`config.mk`:
```
export PLATFORM = sky130hd
export DESIGN_NAME = seg_addr_decoder
export DESIGN_NICKNAME = d
export VERILOG_FILES = /design/src/rtl/seg_dec_pkg.sv /design/src/rtl/seg_fold.sv /design/src/rtl/seg_page_decode.sv /design/src/rtl/seg_access_gate.sv /design/src/rtl/seg_addr_decoder.sv
export SDC_FILE = /design/constraint.sdc
export NUM_CORES = 1
export LEC_CHECK = 0
export ABC_AREA = 1
export BUFFER_PORTS_ARGS = -buffer_cell sky130_fd_sc_hd__buf_4
export CELL_PAD_IN_SITES_DETAIL_PLACEMENT = 0
export CELL_PAD_IN_SITES_GLOBAL_PLACEMENT = 2
export CORE_MARGIN = 4
export CORE_UTILIZATION = 26
export DETAILED_ROUTE_END_ITERATION = 10
export PLACE_DENSITY_LB_ADDON = 0.05
export SKIP_CTS_REPAIR_TIMING = 1
export SYNTH_ARGS = -nofsm -noshare
export SYNTH_HDL_FRONTEND = slang
export SYNTH_SLANG_ARGS = --single-unit
```
`constraint.sdc`:
```
create_clock -name clk_i -period 0.9 [get_ports clk_i]
set_input_delay 0.09 -clock clk_i [delete_from_list [all_inputs] [get_ports clk_i]]
set_output_delay 0.09 -clock clk_i [all_outputs]
set_load 0.005 [all_outputs]
```
`src/rtl/seg_dec_pkg.sv`:
```
package seg_dec_pkg;
  localparam int ADDR_W = 32;
  localparam int PHYS_W = 29;
  localparam int PAGE_W = 13;
  localparam int PG_OFF_W = 16;
  localparam int OFF_W = 22;
  localparam int NREG = 9;

  localparam int RG_RAM  = 0;
  localparam int RG_BROM = 1;
  localparam int RG_ROM2 = 2;
  localparam int RG_SPAD = 3;
  localparam int RG_HWR  = 4;
  localparam int RG_MBOX = 5;
  localparam int RG_EXT  = 6;
  localparam int RG_AUD  = 7;
  localparam int RG_HW2  = 8;

  // regions whose writes are always dropped
  localparam logic [NREG-1:0] RO_MASK = (NREG'(1) << RG_BROM) | (NREG'(1) << RG_ROM2);
  // regions whose writes are dropped under cache isolation
  localparam logic [NREG-1:0] MEM_MASK = (NREG'(1) << RG_RAM) | (NREG'(1) << RG_SPAD);

  function automatic int region_off_bits(input int rg);
    case (rg)
      RG_RAM:  return 21;
      RG_BROM: return 22;
      RG_ROM2: return 18;
      RG_SPAD: return 12;
      RG_MBOX: return 8;
      default: return 16;
    endcase
  endfunction
endpackage

```
`src/rtl/seg_fold.sv`:
```
module seg_fold
  import seg_dec_pkg::*;
(
  input  logic [ADDR_W-1:0] addr_i,
  output logic [PHYS_W-1:0] phys_o,
  output logic [PAGE_W-1:0] page_o
);
  assign phys_o = addr_i[PHYS_W-1:0];
  assign page_o = phys_o[PHYS_W-1:PG_OFF_W];
endmodule

```
`src/rtl/seg_page_decode.sv`:
```
module seg_page_decode
  import seg_dec_pkg::*;
#(
  parameter int RAM_BASE   = 'h0000,
  parameter int RAM_PAGES  = 128,
  parameter int BROM_BASE  = 'h1FC0,
  parameter int BROM_PAGES = 64,
  parameter int ROM2_BASE  = 'h1E00,
  parameter int ROM2_PAGES = 4,
  parameter int HW_PAGE    = 'h1F80,
  parameter int SPAD_BYTES = 'h1000,
  parameter int MBOX_PAGE  = 'h1D00,
  parameter int EXT_PAGE   = 'h1000,
  parameter int AUD_PAGE   = 'h1F90,
  parameter int HW2_PAGE   = 'h1F40
) (
  input  logic [PHYS_W-1:0] phys_i,
  input  logic [PAGE_W-1:0] page_i,
  output logic [NREG-1:0]   hit_o
);
  int pg;
  int pofs;
  always_comb begin
    pg   = int'(page_i);
    pofs = int'(phys_i[PG_OFF_W-1:0]);
    hit_o = '0;
    hit_o[RG_RAM]  = (pg >= RAM_BASE)  && (pg < RAM_BASE + RAM_PAGES);
    hit_o[RG_BROM] = (pg >= BROM_BASE) && (pg < BROM_BASE + BROM_PAGES);
    hit_o[RG_ROM2] = (pg >= ROM2_BASE) && (pg < ROM2_BASE + ROM2_PAGES);
    hit_o[RG_SPAD] = (pg == HW_PAGE) && (pofs < SPAD_BYTES);
    hit_o[RG_HWR]  = (pg == HW_PAGE) && (pofs >= SPAD_BYTES);
    hit_o[RG_MBOX] = (pg == MBOX_PAGE);
    hit_o[RG_EXT]  = (pg == EXT_PAGE);
    hit_o[RG_AUD]  = (pg == AUD_PAGE);
    hit_o[RG_HW2]  = (pg == HW2_PAGE);
  end
endmodule

```
`src/rtl/seg_access_gate.sv`:
```
module seg_access_gate
  import seg_dec_pkg::*;
(
  input  logic [PHYS_W-1:0] phys_i,
  input  logic [NREG-1:0]   hit_i,
  input  logic              rd_i,
  input  logic              wr_i,
  input  logic              isolate_i,
  output logic [NREG-1:0]   sel_o,
  output logic [OFF_W-1:0]  offset_o,
  output logic              wr_o,
  output logic              unmapped_o
);
  logic [NREG-1:0] wr_ok;
  logic [OFF_W-1:0] phys_ext;

  assign phys_ext = phys_i[OFF_W-1:0];

  always_comb begin
    wr_ok = hit_i & ~RO_MASK & ~(isolate_i ? MEM_MASK : '0);
    for (int r = 0; r < NREG; r++)
      sel_o[r] = hit_i[r] & (rd_i | (wr_i & wr_ok[r]));
    wr_o       = wr_i & (|sel_o);
    unmapped_o = (rd_i | wr_i) & ~(|hit_i);
    offset_o   = '0;
    for (int r = 0; r < NREG; r++)
      if (sel_o[r])
        offset_o = offset_o | (phys_ext & OFF_W'((64'd1 << region_off_bits(r)) - 64'd1));
  end
endmodule

```
`src/rtl/seg_addr_decoder.sv`:
```
module seg_addr_decoder
  import seg_dec_pkg::*;
#(
  parameter bit OUT_REG = 1'b1
) (
  input  logic              clk_i,
  input  logic              rst_ni,
  input  logic [31:0]       addr_i,
  input  logic              rd_i,
  input  logic              wr_i,
  input  logic              isolate_i,
  output logic [8:0]        sel_o,
  output logic [21:0]       offset_o,
  output logic              wr_o,
  output logic              unmapped_o
);
  logic [PHYS_W-1:0] phys;
  logic [PAGE_W-1:0] page;
  logic [NREG-1:0]   hit;
  logic [NREG-1:0]   g_sel;
  logic [OFF_W-1:0]  g_off;
  logic              g_wr;
  logic              g_unm;

  seg_fold u_fold (
    .addr_i (addr_i),
    .phys_o (phys),
    .page_o (page)
  );

  seg_page_decode u_pdec (
    .phys_i (phys),
    .page_i (page),
    .hit_o  (hit)
  );

  seg_access_gate u_gate (
    .phys_i     (phys),
    .hit_i      (hit),
    .rd_i       (rd_i),
    .wr_i       (wr_i),
    .isolate_i  (isolate_i),
    .sel_o      (g_sel),
    .offset_o   (g_off),
    .wr_o       (g_wr),
    .unmapped_o (g_unm)
  );

  generate
    if (OUT_REG) begin : g_reg
      always_ff @(posedge clk_i or negedge rst_ni) begin
        if (!rst_ni) begin
          sel_o      <= '0;
          offset_o   <= '0;
          wr_o       <= 1'b0;
          unmapped_o <= 1'b0;
        end else begin
          sel_o      <= g_sel;
          offset_o   <= g_off;
          wr_o       <= g_wr;
          unmapped_o <= g_unm;
        end
      end
    end else begin : g_comb
      assign sel_o      = g_sel;
      assign offset_o   = g_off;
      assign wr_o       = g_wr;
      assign unmapped_o = g_unm;
    end
  endgenerate

  p_onehot_sel_r9: assert property (@(posedge clk_i) disable iff (!rst_ni)
    $onehot0(sel_o));
  p_unmapped_nosel_r9: assert property (@(posedge clk_i) disable iff (!rst_ni)
    unmapped_o |-> (sel_o == '0));
  p_rom_nowrite_r4: assert property (@(posedge clk_i) disable iff (!rst_ni)
    (wr_i && !rd_i && (hit[RG_BROM] || hit[RG_ROM2])) |-> (g_sel == '0 && !g_wr && !g_unm));
  p_isolate_mem_r8: assert property (@(posedge clk_i) disable iff (!rst_ni)
    (isolate_i && wr_i && !rd_i) |-> !(g_sel[RG_RAM] || g_sel[RG_SPAD]));
  p_idle_quiet_r10: assert property (@(posedge clk_i) disable iff (!rst_ni)
    (!rd_i && !wr_i) |-> (g_sel == '0 && !g_unm && !g_wr && g_off == '0));
  p_wr_needs_sel_r12: assert property (@(posedge clk_i) disable iff (!rst_ni)
    wr_o |-> (sel_o != '0));
endmodule

```
==> results.md <==
* Max_slew headroom at 0.732
* Maximum buffer depth of the clock tree at 2
* Worst hold margin at between 0.008 and 0.009 ns
* Final worst-path cycle share at 0.998
* Post-synthesis average cell area at approximately 7.9 um2
* Adder-Cell Fraction of Synth Area at 0
* Placement-stage worst setup slack at -0.481 ns
* Pin count of the biggest net entering global routing at 34
* Number of design-rule violations left by the first detailed-router iteration at 29
* Peak Freq at 1.11 GHz
* Startpoint of the most critical hold path: addr_i[15]
* Drt total wl at a little over 4000 um
* EDFF count, synth at 0
* Residual DRC count at 0
* CTS H-Tree Depth at 2
* Highest net fanout along the worst path at 5
* DIE WIDTH at between 80 and 90 um
* Average wire per cell in the routed design at between 10 and 15 um
* Drt pass-1 iters at 2
* Clock buffer count from CTS at 5
* Cell taking the most area after synthesis: sky130_fd_sc_hd__dfrtp_1
* Clock transition at path regs at ~0.06 ns
* Nature of the critical path startpoint: input port
* Slowest library cell on the worst path: sky130_fd_sc_hd__nor3_4
* Count of buffer and inverter cells on the critical path at 2
* TNS Setup at 0 ns
* Number of antenna violations at the first check in global routing at 0
* Delay of the slowest cell on the worst path at ~0.21 ns
* Post-route setup slack at between 0.0015 and 0.002 ns
* Number of warnings reported in the yosys synthesis log at 0
* Required arrival time at the worst endpoint at around 1.1 ns
* Run status: finished clean
* Top Ports at 70
* Final #Nets at between 300 and 400
* Final estimated routing congestion in global placement at ~0.8
* Critical path capture point type: register
* Number of nets in the synthesized netlist at between 200 and 250
* Initial core utilization at 0.277
* Portion of netlist area occupied by mux cells at 0
* Setup repair after global routing missed its margin: true
* Setup violation total in the final timing report at 0
* Post-synthesis sequential area ratio at 0.567
* Top FF cell, synth: sky130_fd_sc_hd__dfrtp_1
* Total overflow reported by the global router at 0
* Async SR Flop Fraction at 1.00
* Clock tree from TritonCTS: built
* Final-layout fill cell count at 529
* Number of antenna cells inserted at 0
* Top-count cell post-synth: sky130_fd_sc_hd__nor2_1
* Std cell rows at 26
* Via count of the first global-routing pass at around 1400
* Synthesis-to-finish area growth at 93.2%
* Gate count of the mapped netlist at 184
* Worst Hold Depth at 3
* Pwr/cell area at 1200 nW/um2
* Number of endpoints with negative hold slack in the final report at 0
* Path length in cells of the critical path at 10
* Largest delay contributor family on the critical path: simple AND/OR/NAND/NOR gates
* Share of layout cells above drive strength 1 at 0.590
* Hold Crit Class: input port to register
* Area share of and/or/nand/nor cells after synthesis at 0.323
* Lkg Pwr at 1.58 nW
* Core region area at approximately 5300 um2
* Overall Power at about 0.0034 W
* Worst voltage drop across the vdd grid at between 0.0006 and 0.0007 V
* Post-layout utilization of the core at 0.534
* Full die area at just under 7000 um2
* Transition at the pin with the smallest max-transition slack at 0.402 ns
* Most instantiated cells after synthesis: 47 x sky130_fd_sc_hd__nor2_1, 39 x sky130_fd_sc_hd__inv_1, 36 x sky130_fd_sc_hd__nand2_1, 33 x sky130_fd_sc_hd__dfrtp_1, 14 x sky130_fd_sc_hd__nand3_1
* Total of buffers placed on input and output ports at 66
* Worst Path Arrival at roughly 1.1 ns
* Main combinational cell family by area after synthesis: simple AND/OR/NAND/NOR gates
* Fraction of synthesized cell area in xor and xnor cells at 0
* Synthesized flop and latch total at 33
* Total number of vias at approximately 1500
* Die H at just over 80 um
* Final max-slew violation count at 0
* CP most frequent cell: sky130_fd_sc_hd__nor2_4
* Setup CP Type: input port to register
* Total number of clock tree sinks at 33
* Placed wire-length estimate after detailed placement at about 3300 um
* Library cells used by synthesis at 13
* Root buffer cell: sky130_fd_sc_hd__clkbuf_8
* Top cell type's share of synthesized area at 0.567
* Shortest clock period the worst path allows after layout at ~0.90 ns
* Per-cell via count in the routed design at a little over 4
* Ordered cell list for the critical path: buf_8 -> nand2_8 -> nor2_4 -> nand2_2 -> nor3_4 -> buf_6 -> nand3_4 -> nand2_4 -> nor2_4 -> nor2_1
* Synth area leaders: sky130_fd_sc_hd__dfrtp_1 57%, sky130_fd_sc_hd__nor2_1 12%, sky130_fd_sc_hd__inv_1 10%, sky130_fd_sc_hd__nand2_1 9.3%, sky130_fd_sc_hd__nand3_1 4.8%
* Global-route wire length before repair at ~6500 um
* Min-Delay Endpoint: offset_o[15]$_DFF_PN0_
* MaxCap Viol Count at 0
* Share of the synthesized area in compound gates (AO/OA/AOI/OAI) at 0.0103
* Total Routing Usage GR at 0.117
* Post-route ant nets at 0
* Area of the mapped netlist at approximately 1500 um2
final cells by class:
type	count	area, um2	area share
timing repair buffer	100	841	0.299
sequential	33	826	0.293
multi-input combinational	113	800	0.284
inverter	39	146	0.0520
tap	70	87.6	0.0311
clock buffer	7	86.3	0.0307
clock inverter	1	30.0	0.0107
layer usage:
layer | global-route usage | vias to the layer above | part of all wire
met5 | 0 | - | 0
met4 | 0.0490 | 0 | 0.028
met3 | 0.0366 | 10 | 0.064
met2 | 0.195 | 51 | 0.49
met1 | 0.139 | 671 | 0.42
li1 | - | 762 | -
cells by family (layout without fill, tap and decap cells):
logic type,Yosys count,count (layout)
flip-flops,33,33
AO/OA/AOI/OAI,3,3
buffers and inverters,39,147
AND/OR/NAND/NOR,109,110
how the worst max path moves through the flow:
stage	startpoint	end	slack [ns]
floorplan	addr_i[28]	offset_o[0]$_DFF_PN0_	-0.06
global placement	addr_i[19]	offset_o[13]$_DFF_PN0_	-0.45
detailed placement	addr_i[19]	offset_o[13]$_DFF_PN0_	-0.48
global route	addr_i[26]	offset_o[0]$_DFF_PN0_	-0.07
CTS	addr_i[19]	offset_o[13]$_DFF_PN0_	-0.18
finish	addr_i[27]	offset_o[0]$_DFF_PN0_	0.002
flip-flops by register name, summed over array words and instances, names as in the netlist:
name,count
sel_o,9
offset_o,22
unmapped_o,1
wr_o,1
placed cells by master, fill, tap and decap left out:
master                          count
sky130_fd_sc_hd__a21oi_1            2
sky130_fd_sc_hd__and2_4             1
sky130_fd_sc_hd__buf_12             1
sky130_fd_sc_hd__buf_4             82
sky130_fd_sc_hd__buf_6             12
sky130_fd_sc_hd__buf_8              4
sky130_fd_sc_hd__bufinv_16          1
sky130_fd_sc_hd__clkbuf_1           1
sky130_fd_sc_hd__clkbuf_8           6
sky130_fd_sc_hd__dfrtp_1           33
sky130_fd_sc_hd__dlygate4sd3_1      1
sky130_fd_sc_hd__inv_1             28
sky130_fd_sc_hd__inv_2             11
sky130_fd_sc_hd__nand2_1           22
sky130_fd_sc_hd__nand2_2            8
sky130_fd_sc_hd__nand2_4            6
sky130_fd_sc_hd__nand2_8            2
sky130_fd_sc_hd__nand3_2           11
sky130_fd_sc_hd__nand3_4            3
sky130_fd_sc_hd__nand4_1            2
sky130_fd_sc_hd__nor2_1            31
sky130_fd_sc_hd__nor2_2             7
sky130_fd_sc_hd__nor2_4            16
sky130_fd_sc_hd__nor3_4             1
sky130_fd_sc_hd__o21ai_2            1
where the power goes:
group,total [W],internal (W),switching (W)
clock network,0.00140,0.000902,0.000499
registers,0.00150,0.00149,0.00000243
logic,0.000482,0.000247,0.000235
total,0.00338,0.00264,0.000737
through the flow:
| stage | instance area [um2] | cells |
|---|---|---|
| after detailed placement | 2320 | 350 |
| after CTS | 2440 | 358 |
| after global placement | 2320 | 350 |
| after floorplan | 1510 | 184 |
| after global routing | 2820 | 363 |
| final | 2820 | 363 |
No activity file was read; power rests on OpenSTA's default activity.
